### src/rtl/dtx_pkg.sv
package dtx_pkg;
   typedef enum logic [1:0] {
      MODE_KERN = 2'd0,
      MODE_EXEC = 2'd1,
      MODE_SUPV = 2'd2,
      MODE_USER = 2'd3
   } mode_e;

   typedef enum logic [2:0] {
      FC_NONE    = 3'd0,
      FC_ACV     = 3'd1,
      FC_FAULT   = 3'd2,
      FC_MISS    = 3'd3,
      FC_PTEMISS = 3'd4
   } fcode_e;

   localparam int FLAG_W    = 6;
   localparam int FB_WRITE  = 0;
   localparam int FB_ACV    = 1;
   localparam int FB_TRD    = 2;
   localparam int FB_TWR    = 3;
   localparam int FB_MISS   = 4;
   localparam int FB_BADVA  = 5;
endpackage

### src/rtl/dtx_mode_sel.sv
module dtx_mode_sel
   import dtx_pkg::*;
(
   input  logic       pc_priv,
   input  logic       req_alt,
   input  logic [1:0] cur_mode,
   input  logic [1:0] alt_mode,
   output logic [1:0] eff_mode
);
   always_comb begin
      if (!pc_priv)     eff_mode = cur_mode;
      else if (req_alt) eff_mode = alt_mode;
      else              eff_mode = MODE_KERN;
   end
endmodule

### src/rtl/dtx_classify.sv
module dtx_classify
   import dtx_pkg::*;
#(
   parameter int  VA_W      = 48,
   parameter int  VA_IMPL   = 43,
   parameter int  PA_W      = 40,
   parameter int  PAGE_BITS = 13,
   parameter bit  SP_IMPL   = 1'b1,
   localparam int PFN_W     = PA_W - PAGE_BITS
)(
   input  logic [VA_W-1:0]   va,
   input  logic              store,
   input  logic              pte,
   input  logic              sp_en,
   input  logic [1:0]        cur_mode,
   input  logic [1:0]        eff_mode,
   input  logic              hit,
   input  logic [PFN_W-1:0]  pfn,
   input  logic [3:0]        rd_en,
   input  logic [3:0]        wr_en,
   input  logic              trap_rd,
   input  logic              trap_wr,
   output fcode_e            code,
   output logic [FLAG_W-1:0] flags,
   output logic [PA_W-1:0]   pa
);
   localparam int HI_W = VA_W - VA_IMPL + 1;

   logic [HI_W-1:0] hi_bits;
   logic            va_ok;
   logic            sp_hit;
   logic [PA_W-1:0] mapped_pa;

   assign hi_bits   = va[VA_W-1:VA_IMPL-1];
   assign va_ok     = (&hi_bits) | ~(|hi_bits);
   assign mapped_pa = {pfn, va[PAGE_BITS-1:0]};

   generate
      if (SP_IMPL) begin : g_sp
         assign sp_hit = sp_en && (va[VA_IMPL-1:VA_IMPL-2] == 2'b10);
      end else begin : g_nosp
         assign sp_hit = 1'b0;
      end
   endgenerate

   always_comb begin
      code  = FC_NONE;
      flags = '0;
      pa    = '0;
      flags[FB_WRITE] = store;
      if (!va_ok) begin
         code             = FC_FAULT;
         flags[FB_BADVA]  = 1'b1;
         flags[FB_ACV]    = 1'b1;
      end else if (sp_hit) begin
         if (cur_mode != MODE_KERN) begin
            code          = FC_ACV;
            flags[FB_ACV] = 1'b1;
         end else begin
            pa = va[PA_W-1:0];
         end
      end else if (!hit) begin
         code           = pte ? FC_PTEMISS : FC_MISS;
         flags[FB_MISS] = 1'b1;
      end else if (store) begin
         if (!wr_en[eff_mode]) begin
            code          = FC_FAULT;
            flags[FB_ACV] = 1'b1;
            flags[FB_TWR] = trap_wr;
         end else if (trap_wr) begin
            code          = FC_FAULT;
            flags[FB_TWR] = 1'b1;
         end else begin
            pa = mapped_pa;
         end
      end else begin
         if (!rd_en[eff_mode]) begin
            code          = FC_ACV;
            flags[FB_ACV] = 1'b1;
            flags[FB_TRD] = trap_rd;
         end else if (trap_rd) begin
            code          = FC_FAULT;
            flags[FB_TRD] = 1'b1;
         end else begin
            pa = mapped_pa;
         end
      end
      if (code == FC_NONE) flags = '0;
   end
endmodule

### src/rtl/dtx_fault_regs.sv
module dtx_fault_regs
   import dtx_pkg::*;
#(
   parameter int  VA_W   = 48,
   parameter int  STAT_W = 17
)(
   input  logic              clk,
   input  logic              rst_n,
   input  logic              capture,
   input  logic              rd,
   input  logic [VA_W-1:0]   va_in,
   input  logic [STAT_W-1:0] stat_in,
   input  logic [VA_W-1:0]   form_in,
   output logic [VA_W-1:0]   va_q,
   output logic [STAT_W-1:0] stat_q,
   output logic [VA_W-1:0]   form_q,
   output logic              locked
);
   always_ff @(posedge clk or negedge rst_n) begin
      if (!rst_n) begin
         va_q   <= '0;
         stat_q <= '0;
         form_q <= '0;
         locked <= 1'b0;
      end else if (locked) begin
         if (rd) locked <= 1'b0;
      end else if (capture) begin
         va_q   <= va_in;
         stat_q <= stat_in;
         form_q <= form_in;
         locked <= 1'b1;
      end
   end
endmodule

### src/rtl/dtx_translate.sv
module dtx_translate
   import dtx_pkg::*;
#(
   parameter int  VA_W      = 48,
   parameter int  VA_IMPL   = 43,
   parameter int  PA_W      = 40,
   parameter int  PAGE_BITS = 13,
   parameter int  OPC_W     = 6,
   parameter int  RA_W      = 5,
   parameter bit  SP_IMPL   = 1'b1,
   localparam int VPN_W     = VA_W - PAGE_BITS,
   localparam int PFN_W     = PA_W - PAGE_BITS,
   localparam int STAT_W    = OPC_W + RA_W + FLAG_W
)(
   input  logic              clk,
   input  logic              rst_n,
   input  logic              req_valid,
   input  logic [VA_W-1:0]   req_va,
   input  logic              req_store,
   input  logic              req_alt,
   input  logic              req_pte,
   input  logic              pc_priv,
   input  logic [1:0]        cur_mode,
   input  logic [1:0]        alt_mode,
   input  logic              sp_en,
   input  logic [OPC_W-1:0]  opcode,
   input  logic [RA_W-1:0]   ra,
   input  logic [VA_W-1:0]   pt_base,
   output logic [VPN_W-1:0]  tlb_vpn,
   input  logic              tlb_hit,
   input  logic [PFN_W-1:0]  tlb_pfn,
   input  logic [3:0]        tlb_rd_en,
   input  logic [3:0]        tlb_wr_en,
   input  logic              tlb_for,
   input  logic              tlb_fow,
   input  logic              fa_rd,
   output logic [PA_W-1:0]   pa,
   output logic [2:0]        fault,
   output logic [VA_W-1:0]   flt_va,
   output logic [STAT_W-1:0] flt_stat,
   output logic [VA_W-1:0]   flt_form,
   output logic              flt_locked
);
   generate
      if (PA_W <= PAGE_BITS)        begin : g_bad_pa  $error("PA_W must exceed PAGE_BITS"); end
      if (VA_IMPL > VA_W)           begin : g_bad_va  $error("VA_IMPL must not exceed VA_W"); end
      if (PA_W > VA_IMPL - 2)       begin : g_bad_sp  $error("PA_W must sit below the window bits"); end
      if (OPC_W != 6 || RA_W != 5)  begin : g_bad_stw $error("status word layout needs 6+5 bits"); end
   endgenerate

   logic [1:0]        eff_mode;
   fcode_e            code;
   logic [FLAG_W-1:0] flags;
   logic [PA_W-1:0]   pa_raw;
   logic [VA_W-1:0]   form;
   logic              capture;

   assign tlb_vpn = req_va[VA_W-1:PAGE_BITS];

   dtx_mode_sel u_mode (
      .pc_priv  (pc_priv),
      .req_alt  (req_alt),
      .cur_mode (cur_mode),
      .alt_mode (alt_mode),
      .eff_mode (eff_mode)
   );

   dtx_classify #(
      .VA_W(VA_W), .VA_IMPL(VA_IMPL), .PA_W(PA_W),
      .PAGE_BITS(PAGE_BITS), .SP_IMPL(SP_IMPL)
   ) u_cls (
      .va       (req_va),
      .store    (req_store),
      .pte      (req_pte),
      .sp_en    (sp_en),
      .cur_mode (cur_mode),
      .eff_mode (eff_mode),
      .hit      (tlb_hit),
      .pfn      (tlb_pfn),
      .rd_en    (tlb_rd_en),
      .wr_en    (tlb_wr_en),
      .trap_rd  (tlb_for),
      .trap_wr  (tlb_fow),
      .code     (code),
      .flags    (flags),
      .pa       (pa_raw)
   );

   assign fault   = req_valid ? code : FC_NONE;
   assign pa      = req_valid ? pa_raw : '0;
   assign capture = req_valid && (code != FC_NONE);
   assign form    = pt_base | (VA_W'(tlb_vpn) << 3);

   dtx_fault_regs #(.VA_W(VA_W), .STAT_W(STAT_W)) u_regs (
      .clk     (clk),
      .rst_n   (rst_n),
      .capture (capture),
      .rd      (fa_rd),
      .va_in   (req_va),
      .stat_in ({opcode, ra, flags}),
      .form_in (form),
      .va_q    (flt_va),
      .stat_q  (flt_stat),
      .form_q  (flt_form),
      .locked  (flt_locked)
   );
endmodule

### config.mk
export PLATFORM = sky130hd
export DESIGN_NAME = dtx_translate
export DESIGN_NICKNAME = d
export VERILOG_FILES = /design/src/rtl/dtx_pkg.sv /design/src/rtl/dtx_mode_sel.sv /design/src/rtl/dtx_classify.sv /design/src/rtl/dtx_fault_regs.sv /design/src/rtl/dtx_translate.sv
export SDC_FILE = /design/constraint.sdc
export NUM_CORES = 1
export LEC_CHECK = 0
export BUFFER_PORTS_ARGS = -buffer_cell sky130_fd_sc_hd__buf_2
export CAP_MARGIN = 20
export CORE_AREA = 2 2 135 137
export CTS_CLUSTER_DIAMETER = 120
export CTS_CLUSTER_SIZE = 25
export DETAILED_ROUTE_END_ITERATION = 16
export DIE_AREA = 0 0 137 139
export HOLD_SLACK_MARGIN = 0.1
export PLACE_DENSITY = 0.63
export SYNTH_ARGS = -nofsm -noshare
export SYNTH_HDL_FRONTEND = slang
export SYNTH_HIERARCHICAL = 1
export SYNTH_SLANG_ARGS = --single-unit
### constraint.sdc
create_clock -name clk -period 4.83 [get_ports clk]
set_clock_uncertainty 0.15 [all_clocks]
set_input_delay 0.7245 -clock clk [delete_from_list [all_inputs] [get_ports clk]]
set_output_delay 0.7245 -clock clk [all_outputs]
set_load 0.02 [all_outputs]
Yosys cells after proc, flatten, opt, wreduce, memory -nomap -nowiden
Cells that the tools add are included.
{"block": "classes", "reduce_logical": 8, "magnitude_cmp": 1, "muxes": 48, "bitwise_logic": 4, "n_eq_ne": 1}
{"cell": "$mux 40", "n": 10}
{"cell": "$or 48x38->48", "n": 1}
{"cell": "$mux 3", "n": 11}
{"cell": "$mux 1", "n": 20}
{"cell": "$mux 2", "n": 4}
{"cell": "$mux 6", "n": 1}
{"cell": "$reduce_and 6->1", "n": 1}
{"cell": "$reduce_or 6->1", "n": 1}
{"cell": "$bmux 1 s2", "n": 2}
{"cell": "$logic_not 3->1", "n": 1}
{"cell": "$lt 2x3->1 const B", "n": 1}
{"cell": "$reduce_bool 3->1", "n": 1}
{"cell": "$eq 2x2->1 const B", "n": 1}
{"cell": "$logic_and 1x1->1", "n": 2}
{"cell": "$not 1->1", "n": 2}
{"cell": "$reduce_and 2->1", "n": 1}
{"cell": "$reduce_bool 2->1", "n": 1}
{"cell": "$or 1x1->1", "n": 1}
{"block": "word_totals", "in_bits": 158, "wordCells": 66, "output_inout_bits": 192, "regBits": 114}

Longest topological paths before layout
Gate-level depths: netlist (run 1).
{"block": "depth", "word_depth": 13, "depth_mapped": 12, "mapped_depth_nobuf": 9}

Modules after synthesis
The synthesis (run 1) kept the hierarchy.
{"module": "dtx_fault_regs", "instances": 1, "cells_per_inst": 243, "area_per_inst_um2": 4604.4, "seq_area_each_um2": 2852.7}
{"module": "dtx_translate", "instances": 1, "cells_per_inst": 118, "area_per_inst_um2": 797.0, "seq_area_each_um2": 0.0}
{"module": "dtx_classify", "instances": 1, "cells_per_inst": 89, "area_per_inst_um2": 730.7, "seq_area_each_um2": 0.0}
{"module": "dtx_mode_sel", "instances": 1, "cells_per_inst": 6, "area_per_inst_um2": 27.5, "seq_area_each_um2": 0.0}

Least setup slack after synthesis (run 1)
No wires, ideal clock.
{"block": "synth_timing", "path_type": "in2reg", "start": "in cur_mode[0]", "end": "reg u_regs.form_q[36]", "required_ps": 4555, "stages": 12, "setup_time_ps": 125, "t_arrival_ps": 3302, "slack_ps": 1252, "n_path_buf": 3, "path_cell_list": "inv_1 -> o21ai_0 -> mux4_2 -> nand2_1 -> nand3_1 -> a41o_1 -> o31a_2 -> nor2b_1 -> buf_6 -> buf_12 -> buf_12 -> mux2_4"}
{"block": "synth_between", "elab_chain_len": 11, "word_cells_on_any_way": 16, "cone_classes": "mux: 12; reduce/logical: 4"}
{"item": "start, declared", "line_no": "dtx_translate.sv:23", "text": "input logic [1:0] cur_mode,"}
{"item": "$mux 2 (*)", "line_no": "dtx_mode_sel.sv:11", "text": "if (!pc_priv) eff_mode = cur_mode;"}
{"item": "via eff_mode[0]", "line_no": "dtx_translate.sv:51", "text": "logic [1:0] eff_mode;"}
{"item": "$bmux 1 s2, on equally long branches", "line_no": "dtx_classify.sv:77, dtx_classify.sv:66"}
{"item": "$mux 1, on equally long branches", "line_no": "dtx_classify.sv:77, dtx_classify.sv:66"}
{"item": "$mux 3, on equally long branches", "line_no": "dtx_classify.sv:77, dtx_classify.sv:66"}
{"item": "$mux 3 (*)", "line_no": "dtx_classify.sv:65", "text": "end else if (store) begin"}
{"item": "$mux 3 (*)", "line_no": "dtx_classify.sv:62", "text": "end else if (!hit) begin"}
{"item": "$mux 3 (*)", "line_no": "dtx_classify.sv:55", "text": "end else if (sp_hit) begin"}
{"item": "$mux 3 (*)", "line_no": "dtx_classify.sv:51", "text": "if (!va_ok) begin"}
{"item": "via code[1]", "line_no": "dtx_translate.sv:52", "text": "fcode_e code;"}
{"item": "$reduce_bool 3->1 (*)", "line_no": "dtx_translate.sv:91", "text": "assign capture = req_valid && (code != FC_NONE);"}
{"item": "$logic_and 1x1->1 (*)", "line_no": "dtx_translate.sv:91"}
{"item": "via capture", "line_no": "dtx_translate.sv:56", "text": "logic capture;"}
{"item": "$reduce_and 2->1 (no line) (*)"}
{"item": "end signal, assigned", "line_no": "dtx_fault_regs.sv:30", "text": "form_q <= form_in;"}
{"item": "end, declared", "line_no": "dtx_fault_regs.sv:16", "text": "output logic [VA_W-1:0] form_q,"}
Mark *: on every way through the listed nets, which the timed path passes. The rest lies on a longest branch. The select of a mux whose other input is x is not followed.
A chain may end at the register's enable or synchronous reset.

Final worst setup path (run 1)
{"block": "layout_timing", "start": "in cur_mode[1]", "end": "out pa[30]"}
{"block": "layout_between", "elab_chain_len": 9, "word_cells_on_any_way": 14, "cone_classes": "mux: 13; reduce/logical: 1"}
{"item": "$mux 2 (*)", "line_no": "dtx_mode_sel.sv:11"}
{"item": "via eff_mode[1]", "line_no": "dtx_translate.sv:51"}
{"item": "$bmux 1 s2, on equally long branches", "line_no": "dtx_classify.sv:77, dtx_classify.sv:66"}
{"item": "$mux 1, on equally long branches", "line_no": "dtx_classify.sv:77, dtx_classify.sv:66"}
{"item": "$mux 40, on equally long branches", "line_no": "dtx_classify.sv:77, dtx_classify.sv:66"}
{"item": "$mux 40 (*)", "line_no": "dtx_classify.sv:65"}
{"item": "$mux 40 (*)", "line_no": "dtx_classify.sv:62"}
{"item": "$mux 40 (*)", "line_no": "dtx_classify.sv:55"}
{"item": "$mux 40 (*)", "line_no": "dtx_classify.sv:51"}
{"item": "via pa_raw[30]", "line_no": "dtx_translate.sv:54", "text": "logic [PA_W-1:0] pa_raw;"}
{"item": "$mux 40 (*)", "line_no": "dtx_translate.sv:90", "text": "assign pa = req_valid ? pa_raw : '0;"}
{"item": "end, declared", "line_no": "dtx_translate.sv:37", "text": "output logic [PA_W-1:0] pa,"}
Marks and branches as above.

==> flow_metrics.py, run 1 <==
metrics = {
    "synth": {
        "synthTopCellsByCount": "114 x dfrtp_1, 70 x mux2_4, 43 x mux2_2, 39 x buf_4, 35 x or2_2",
        "ys_ff_latch": 114,
        "synth_most_common_cell": "dfrtp_1",
        "yosysTopAreaCellShare_pct": 46.31,
        "syn-mean-instance-area_um2": 13.51,
        "yosysWarnings": 6,
        "synth_edf_count": 0,
        "synth_ff_type": "dfrtp_1",
        "netlist_instances": 456,
        "syn_area_um2": 6160,
        "synthDistinctLibCells": 37,
        "yosys-top-cells-area": "dfrtp_1 46%, mux2_4 17%, mux2_2 7.9%",
        "synth_nets": 614,
        "synthArstFlopShare_pct": 100.0,
        "synth_area_leader_cell": "dfrtp_1",
        "yosysSeqAreaShare_pct": 46.31,
    },
    "cts": {
        "cts_max_path_buffers": 2,
        "post_cts_buffers": 0,
        "cts.sinks": 114,
        "cts_tree": "built",
        "cts_resized": 0,
        "clock_latency_ps": 400,
        "htreeDepth": 4,
        "cts_buffers": 17,
        "root_buffer": "clkbuf_16",
        "holdBufCountCts": 0,
        "cts.reportedPaths.clkPinSlew_ps": 60,
    },
    "critical_path": {
        "critPathMaxFanout": 30,
        "r2r_start": "u_regs/locked",
        "cp.required_ps": 3960,
        "cp.arrival_ps": 3210,
        "reg2reg_slack_ps": 3140,
        "rr_worst_depth": 3,
        "path_class": "in -> out",
        "cp-end-kind": "output port",
        "r2r_end": "u_regs/form_q[34]",
        "crit_start": "cur_mode[1]",
        "critPathLaunchType": "input port",
        "crit_end": "pa[30]",
    },
    "global_routing": {
        "grt.overflow.total": 0,
        "grt_usage_pct": 17.64,
        "grt_pass1_wl_mm": 25.90,
        "antenna_found_initial": 1,
        "gr-usage-met2_pct": 29.43,
        "grt_pass1_vias": 4797,
        "busiest_layer": "met2",
        "grt_max_degree": 58,
        "met3_usage_pct": 5.190,
        "grt_use_met1_pct": 22.14,
    },
    "placement": {
        "place.port_buffers": 349,
        "dp_hpwl_mm": 12.30,
        "place.gp.congestion": 0.7931,
    },
    "floorplanning": {
        "core_um2": 17660,
        "die_area_um2": 19040,
        "dieWidth_um": 137,
        "ioPinCount": 350,
        "start_util_pct": 34.89,
        "fp-row-count": 49,
        "die_h_um": 139,
    },
    "detailed_routing": {
        "first_iter_violations": 192,
        "drc": 0,
        "viasPerCell": 4.661,
        "post_drt_wl_per_cell_um": 16.75,
        "route.antenna.remaining_nets": 0,
        "vias": 4703,
        "drt-total-wl_mm": 16.90,
        "dr.pass1.iters": 5,
    },
    "final_layout": {
        "final_core_util_pct": 47.00,
        "area_growth_pct": 34.73,
        "drive_gt1_share_pct": 71.28,
        "n_fill_cell": 1669,
        "antenna_cells": 0,
        "fin_nets": 925,
    },
    "sta": {
        "setup_viol": 0,
        "worst_pin_slew_ps": 951.3,
        "max_slew_margin_pct": 36.58,
        "fin_tns_setup_ps": 0,
        "min_period_ps": 4080,
        "fmax_mhz": 245.1,
        "fin_crit_sh_pct": 84.47,
        "rsz0062_at_grt": "no",
        "hold_violations": 0,
        "drv_slew": 0,
    },
    "power": {
        "peakVddDrop_mv": 0.2232,
        "total_power_mw": 3.677,
        "leakage_nw": 4.136,
        "power_density_nw_per_um2": 443.0,
    },
    "worst_hold_path": {
        "hold_path.class": "in -> async",
    },
    "run_status": {
        "status": "complete, no violations",
    },
    "flow_run": {
        "drv_cap": 0,
    },
}
layer usage:
metal	share of wire [%]	vias to the layer above
li1	-	2187
met1	43	2284
met2	48	219
met3	7.5	11
met4	0.88	2
met5	0.077	-
state kept, by name, summed over array words and instances (netlist names):
register	count
u_regs/form_q	48
u_regs/va_q	48
u_regs/stat_q	17
u_regs/locked	1
per-stage QoR:
stage               setup WS (ps)  cell area (um^2)  hold WS [ps]  std cells
finish                      750.3              8299         102.1       1009
global route                493.4              8299         111.6       1009
CTS                         750.6              8299         100.8       1009
detailed placement          750.5              7722         337.4        977
global placement            803.4              7722         332.6        977
floorplan                    1252              6160         278.9        456
final cells by class:
class / count / area [um^2] / area share, %
Clock inverter: 13 / 123.9 / 1.493
Multi-Input combinational cell: 275 / 2740 / 33.02
Inverter: 5 / 18.77 / 0.2261
Sequential cell: 114 / 2853 / 34.37
Clock buffer: 19 / 452.9 / 5.458
Tap cell: 229 / 286.5 / 3.452
Timing Repair Buffer: 354 / 1824 / 21.98
cells by family after synthesis:
| kind of cell | after synthesis | synth area share, % |
|---|---|---|
| flip-flops | 114 | 46.31 |
| AO/OA/AOI/OAI | 52 | 6.927 |
| multiplexers | 118 | 26.61 |
| AND/OR/NAND/NOR | 105 | 10.81 |
| buffers and inverters | 67 | 9.344 |
power by group:
group          switching, mW  total (mW)  internal [mW]
sequential             0.122        1.31           1.19
combinational          0.625        1.15          0.527
clock                  0.470        1.21          0.741
critical path, cell delays in order:
cell	delay, ps
buf_2	100
inv_1	40
o21ai_0	530
mux4_2	390
nand4_4	120
a211oi_4	560
buf_12	280
a22o_1	160
and2_2	130
buf_2	160
placed cells by master (no fill, tap or decap), types with 4 or more instances in the layout:
| master | instances |
|---|---|
| o21ai_0 | 4 |
| nand2_1 | 4 |
| mux2_4 | 70 |
| inv_6 | 4 |
| clkbuf_16 | 17 |
| dfrtp_1 | 114 |
| o21a_1 | 14 |
| and2_1 | 30 |
| nand3_1 | 6 |
| nor2_1 | 6 |
| mux2_2 | 43 |
| inv_1 | 5 |
| and2_2 | 14 |
| a22o_1 | 27 |
| buf_2 | 348 |
| or2_2 | 35 |
worst min path at each step:
| stage | endpoint | startpoint | slack (ps) |
|---|---|---|---|
| 3_5_place_dp | u_regs/va_q[22] | u_regs/va_q[22] | 340 |
| 6_report | u_regs/stat_q[10] | rst_n | 100 |
| 3_3_place_gp | u_regs/form_q[15] | u_regs/form_q[15] | 330 |
| 2_1_floorplan | u_regs/form_q[0] | rst_n | 280 |
| 4_1_cts | u_regs/va_q[40] | rst_n | 100 |
| 5_1_grt | u_regs/va_q[40] | rst_n | 110 |
No activity file was read; power rests on OpenSTA's default activity.
==> run 2: changes to the inputs <==
Settings changed: ABC_AREA set to 1, CORE_AREA 2 2 135 137 to 2 2 137 139, DIE_AREA 0 0 137 139 to 0 0 139 141, PLACE_DENSITY 0.63 to 0.66.
Clock period 4.83 ns to 3.35 ns, I/O delays scaled along.
==> run 2 against run 1 <==
  * Flip-flop and latch count stayed put
  * Die area is 2.9% higher
  * First-iteration DRC count is 42% higher
  * Critical path depth is 6 higher
  * Global-route usage is 2.5 points higher
  * Final cell count is 38% higher
  * Sequential share of layout area is 1.4 points lower
  * Core utilization is 0.41 points higher
  * Worst hold slack better by 72 ps
  * Power is 42% higher
  * Critical path type unchanged
  * Largest cell class unchanged
==> flow_metrics.py, run 2 <==
metrics = {
    "synth": {
        "synth_most_common_cell": "nand2_1",
        "yosys-top-cells-area": "dfrtp_1 44%, nand2_1 19%, nand3_1 12%",
        "synthTopCellsByCount": "335 x nand2_1, 150 x nand3_1, 114 x dfrtp_1, 60 x inv_1, 42 x buf_4",
        "synth_xor_area_share_pct": 0,
        "ys_ff_latch": 114,
        "yosysTopAreaCellShare_pct": 43.93,
        "yosysWarnings": 6,
        "synth_top_family_by_area": "simple AND/OR/NAND/NOR gates",
        "synthArstFlopShare_pct": 100.0,
        "synth-simple-area-share_pct": 36.40,
        "synth_nets": 1017,
        "netlist_instances": 859,
        "yosysSeqAreaShare_pct": 43.93,
        "syn_area_um2": 6494,
        "synth_compound_area_share_pct": 5.954,
        "synth_edf_count": 0,
        "synthDistinctLibCells": 23,
        "synth_area_leader_cell": "dfrtp_1",
        "yosys-mux-area-fraction_pct": 0,
        "synth_ff_type": "dfrtp_1",
        "yosys.area_share.adder_pct": 0,
        "syn-mean-instance-area_um2": 7.560,
    },
    "detailed_routing": {
        "route.antenna.remaining_nets": 0,
        "post_drt_wl_per_cell_um": 14.41,
        "viasPerCell": 4.681,
        "vias": 6530,
        "dr.pass1.iters": 4,
        "drt-total-wl_mm": 20.10,
        "drc": 0,
        "first_iter_violations": 272,
    },
    "power": {
        "power_density_nw_per_um2": 601.8,
        "total_power_mw": 5.212,
        "peakVddDrop_mv": 0.3109,
        "leakage_nw": 5.132,
    },
    "cts": {
        "post_cts_buffers": 0,
        "clock_latency_ps": 400,
        "cts_resized": 0,
        "holdBufCountCts": 1,
        "cts_buffers": 17,
        "cts_max_path_buffers": 2,
        "root_buffer": "clkbuf_16",
        "htreeDepth": 4,
        "cts.reportedPaths.clkPinSlew_ps": 50,
        "cts_tree": "built",
        "cts.sinks": 114,
    },
    "final_layout": {
        "fin_nets": 1307,
        "final_core_util_pct": 47.41,
        "drive_gt1_share_pct": 41.00,
        "final_common_cell": "buf_2",
        "layout_common_cells": "348 x buf_2, 335 x nand2_1, 149 x nand3_1",
        "n_fill_cell": 1869,
        "antenna_cells": 0,
        "area_growth_pct": 33.37,
        "reg_top3": "u_regs/form_q x48, u_regs/va_q x48, u_regs/stat_q x17",
    },
    "global_routing": {
        "grt.overflow.total": 0,
        "met3_usage_pct": 4.721,
        "grt_max_degree": 87,
        "gr-usage-met2_pct": 34.22,
        "antenna_found_initial": 0,
        "grt_usage_pct": 20.09,
        "grt_use_met1_pct": 25.41,
        "busiest_layer": "met2",
        "grt_pass1_wl_mm": 31.53,
        "grt_pass1_vias": 6067,
    },
    "sta": {
        "fmax_mhz": 353.0,
        "hold_violations": 0,
        "min_period_ps": 2833,
        "fin_tns_setup_ps": 0,
        "rsz0062_at_grt": "no",
        "drv_slew": 0,
        "setup_ws_ps": 517.1,
        "hold_slack_ps": 174.0,
        "setup_viol": 0,
        "max_slew_margin_pct": 55.39,
        "fin_crit_sh_pct": 84.56,
        "worst_pin_slew_ps": 669.1,
    },
    "critical_path": {
        "cp-end-kind": "output port",
        "reg2reg_slack_ps": 1360,
        "crit_cells": 16,
        "r2r_start": "u_regs/locked",
        "critPathSlowestCell": "o21ai_2",
        "critical-path-top-delay-family": "buffers and inverters",
        "cp_cell_sequence": "buf_2 > inv_1 > nand2_1 > nand2_1 > inv_2 > nand2_1 > nand3_1 > nand2_2 > nand3_2 > o21ai_2 > nand2_4 > buf_12 > o21ai_2 > nand2_1 > inv_1 > buf_2",
        "crit_start": "pc_priv",
        "slowest_delay_ps": 220,
        "critPathLaunchType": "input port",
        "cp_common_cell": "nand2_1",
        "rr_worst_depth": 5,
        "crit_end": "pa[39]",
        "path_buf_inv": 6,
        "path_class": "in -> out",
        "r2r_end": "u_regs/form_q[45]",
        "critPathMaxFanout": 40,
        "cp.required_ps": 2700,
        "cp.arrival_ps": 2180,
    },
    "placement": {
        "place.gp.congestion": 0.8195,
        "dp_hpwl_mm": 14.35,
        "place.port_buffers": 349,
        "dp_slack_ps": 475.2,
    },
    "floorplanning": {
        "start_util_pct": 35.55,
        "die_h_um": 141,
        "dieWidth_um": 139,
        "die_area_um2": 19600,
        "fp-row-count": 50,
        "core_um2": 18270,
        "ioPinCount": 350,
    },
    "run_status": {
        "status": "complete, no violations",
    },
    "worst_hold_path": {
        "hold_start": "fa_rd",
        "hold_path.class": "in -> reg",
    },
    "flow_run": {
        "drv_cap": 0,
    },
}
-- run 2: cell types whose count changed in the layout (fill, tap and decap cells not counted), sizes merged, moves of 27 or more --
cell	previous run	this run
a22o	27	0
nand2	4	339
mux2	113	0
inv	9	61
nand3	6	151
and2	44	0
-- run 2: layer usage --
layer / up-vias / wire length, um
met1: 3033 / 8530
met5: - / 0
met2: 237 / 9897
met3: 20 / 1381
met4: 0 / 286
li1: 3240 / -
-- run 2: final cells by class --
type / count / area (um^2) / area share [%]
Timing Repair Buffer: 363 / 1932 / 22.31
Clock inverter: 11 / 137.6 / 1.589
Tap cell: 234 / 292.8 / 3.381
Sequential cell: 114 / 2853 / 32.94
Multi-Input combinational cell: 591 / 2765 / 31.93
Inverter: 62 / 234.0 / 2.702
Clock buffer: 20 / 446.7 / 5.157
-- run 2: kinds of logic (layout without fill, tap and decap cells) --
family	after synthesis	count (layout)
simple gates	545	545
buf+inv	154	456
flops	114	114
compound gates	46	46
-- run 2: through the flow --
step           std cells  cell area (um^2)
2_1_floorplan        859              6494
3_3_place_gp        1363              8066
3_5_place_dp        1363              8066
4_1_cts             1395              8661
5_1_grt             1395              8661
6_report            1395              8661
-- run 2: power breakdown --
part           switching, mW  internal, mW
Clock                  0.614          1.18
Combinational           1.06         0.502
Sequential             0.161          1.70
-- run 2: worst min-delay path by stage --
stage / depth (start not counted) / end / slack, ps
2_1_floorplan: 0 / u_regs/form_q[0] / 60
3_3_place_gp: 2 / u_regs/form_q[13] / 300
3_5_place_dp: 2 / u_regs/va_q[39] / 300
4_1_cts: 2 / u_regs/locked / 150
5_1_grt: 3 / u_regs/stat_q[10] / 160
6_report: 2 / u_regs/locked / 170
==> run 3: changes to the inputs <==
Settings changed: ABC_AREA 1 to 0, CORE_AREA 2 2 137 139 to 2 2 135 137, DIE_AREA 0 0 139 141 to 0 0 137 139.
Clock period 3.35 ns to 2.4 ns, I/O delays scaled along.
==> run 3 against run 2 <==
  * The run now ends with negative setup slack left
  * Sequential power rose by 44%
  * Non-clock buffer count rose by 142
  * Clock power rose by 34%
  * Final cell count fell by 17%
  * Worst setup slack got worse by 1000 ps
  * Critical endpoint is now pa[13]
==> flow_metrics.py, run 3 (synthesis gave the netlist of run 1 again) <==
metrics = {
    "run_status": {
        "status": "finished, violations left",
        "failed_checks": "negative setup slack",
    },
    "placement": {
        "place.port_buffers": 349,
        "place.gp.congestion": 0.8294,
        "placed_area_um2": 8245,
        "dp_hpwl_mm": 13.40,
    },
    "detailed_routing": {
        "vias": 5442,
        "wl_met3_mm": 1.349,
        "drc": 0,
        "dr_wl_met2_mm": 10.88,
        "post_drt_wl_per_cell_um": 17.91,
        "drt-total-wl_mm": 20.77,
        "dr.pass1.iters": 4,
        "wl_met1_mm": 8.035,
        "top_layer_used": "met5",
        "route.antenna.remaining_nets": 0,
        "viasPerCell": 4.691,
        "first_iter_violations": 124,
    },
    "final_layout": {
        "antenna_cells": 0,
        "layout_common_cells": "302 x buf_2, 114 x dfrtp_1, 82 x mux2_4",
        "n_fill_cell": 1390,
        "drive_gt1_share_pct": 70.89,
        "fin_area_um2": 10510,
        "final_common_cell": "buf_2",
        "area_growth_pct": 70.61,
        "fin_nets": 1076,
        "reg_top3": "u_regs/form_q x48, u_regs/va_q x48, u_regs/stat_q x17",
        "final_core_util_pct": 59.52,
    },
    "critical_path": {
        "rr_worst_depth": 5,
        "critPathLaunchType": "input port",
        "reg2reg_slack_ps": 700,
        "critPathMaxFanout": 8,
        "cp-end-kind": "output port",
        "cp.arrival_ps": 2380,
        "path_class": "in -> out",
        "cp.required_ps": 1890,
    },
    "global_routing": {
        "grt.overflow.total": 0,
        "grt_usage_pct": 21.29,
        "grt_pass1_vias": 5920,
        "antenna_found_initial": 1,
        "grt_pass1_wl_mm": 31.15,
        "grt_max_degree": 68,
    },
    "sta": {
        "setup_ws_ps": -486.9,
        "fin_crit_sh_pct": 120.3,
        "setup_viol": 155,
        "hold_violations": 0,
        "worst_pin_slew_ps": 496.4,
        "fmax_mhz": 346.4,
        "hold_slack_ps": 118.9,
        "min_period_ps": 2887,
        "rsz0062_at_grt": "yes",
        "max_slew_margin_pct": 66.91,
        "drv_slew": 0,
    },
    "power": {
        "p_clk_share_pct": 30.6,
        "comb_power_share_pct": 35.2,
        "peakVddDrop_mv": 0.4585,
        "p_int_mw": 5.216,
        "power_density_nw_per_um2": 743.5,
        "leakage_nw": 5.089,
        "power_frac_seq_pct": 34.1,
        "switchingPower_mw": 2.597,
        "p_sw_share_pct": 33.24,
    },
    "worst_hold_path": {
        "hold_depth": 3,
        "hold_path.class": "in -> reg",
    },
    "floorplanning": {
        "die_h_um": 139,
        "ioPinCount": 350,
        "core_um2": 17660,
        "fp-row-count": 49,
        "die_area_um2": 19040,
        "start_util_pct": 34.89,
        "dieWidth_um": 137,
    },
    "flow_run": {
        "drv_cap": 0,
    },
    "cts": {
        "cts_max_path_buffers": 2,
        "root_buffer": "clkbuf_16",
        "htreeDepth": 4,
        "cts_tree": "built",
        "cts.reportedPaths.clkPinSlew_ps": 60,
        "clock_latency_ps": 400,
        "cts.sinks": 114,
        "cts_buffers": 17,
    },
}
==> run 3: cell types whose count changed in the layout (fill, tap and decap cells not counted), moves of 27 or more <==
| cell | before | now |
|---|---|---|
| and2_4 | 0 | 30 |
| buf_6 | 0 | 63 |
| inv_1 | 60 | 4 |
| nand3_1 | 149 | 3 |
| mux2_4 | 0 | 82 |
| a22o_1 | 0 | 27 |
| o21ai_2 | 28 | 1 |
| nand2_1 | 335 | 3 |
| buf_2 | 348 | 302 |
| dlygate4sd3_1 | 1 | 75 |
| mux2_2 | 0 | 31 |
==> run 3: routing by layer <==
metal | up-vias | global-route usage (%)
met1 | 2665 | 24.21
met5 | - | 0
met4 | 2 | 7.868
li1 | 2495 | -
met3 | 41 | 5.738
met2 | 239 | 37.73
==> run 3: cell type report <==
class                           count  area, um^2  area share [%]
Timing Repair Buffer              505        3852           36.66
Multi-Input combinational cell    275        2925           27.84
Sequential cell                   114        2853           27.15
Clock buffer                       18       429.2           4.084
Tap cell                          229       286.5           2.727
Clock inverter                     14       131.4           1.250
Inverter                            5       31.28          0.2977
==> run 3: path summary, 6_finish.rpt <==
check / start / endpoint
worst min register to register: u_regs/form_q[29] / u_regs/form_q[29]
worst max-delay path: cur_mode[0] / pa[13]
worst max register to register: u_regs/locked / u_regs/form_q[31]
min in group asynchronous: rst_n / u_regs/stat_q[4]
worst min-delay path: pt_base[3] / u_regs/form_q[3]
max in group asynchronous: rst_n / u_regs/va_q[23]
==> run 3: power groups by stage <==
stage	combinational [mW]	clock, mW	sequential, mW
after floorplan	0.954	0	3.26
after global placement	2.42	0	2.67
after detailed placement	2.45	0	2.68
after CTS	2.78	2.45	2.66
after global routing	2.90	2.55	2.73
final	2.75	2.39	2.67
==> run 3: stage by stage <==
step	setup WS (ps)	std cells	TNS (ps)	power, mW
2_1_floorplan	-452.4	456	-45020	4.216
3_3_place_gp	-654.2	1029	-90240	5.094
3_5_place_dp	-705.5	1029	-95780	5.134
4_1_cts	-481.8	1161	-46340	7.891
5_1_grt	-571.8	1160	-57870	8.184
6_report	-486.9	1160	-48960	7.813
==> run 3: worst max-delay path, stage by stage <==
cell       delay [ps]
buf_12             90
inv_12             30
o21ai_4           160
buf_6             120
mux4_2            520
nand4b_4          110
buf_6             110
a211oi_4           50
buf_6             170
clkbuf_16         170
a22o_1            200
and2_4            150
buf_6             130
==> run 3: what timing repair did <==
| action | CTS | global route |
|---|---|---|
| endpoints found under the hold margin | 187 | 1 |
| hold buffers | 74 | 1 |
| resized for setup | 158 | 53 |
| cloned | 7 | 2 |
| buffers inserted | 20 | 4 |
| setup endpoints to repair | 155 | 156 |
| pin swaps | 8 | 10 |
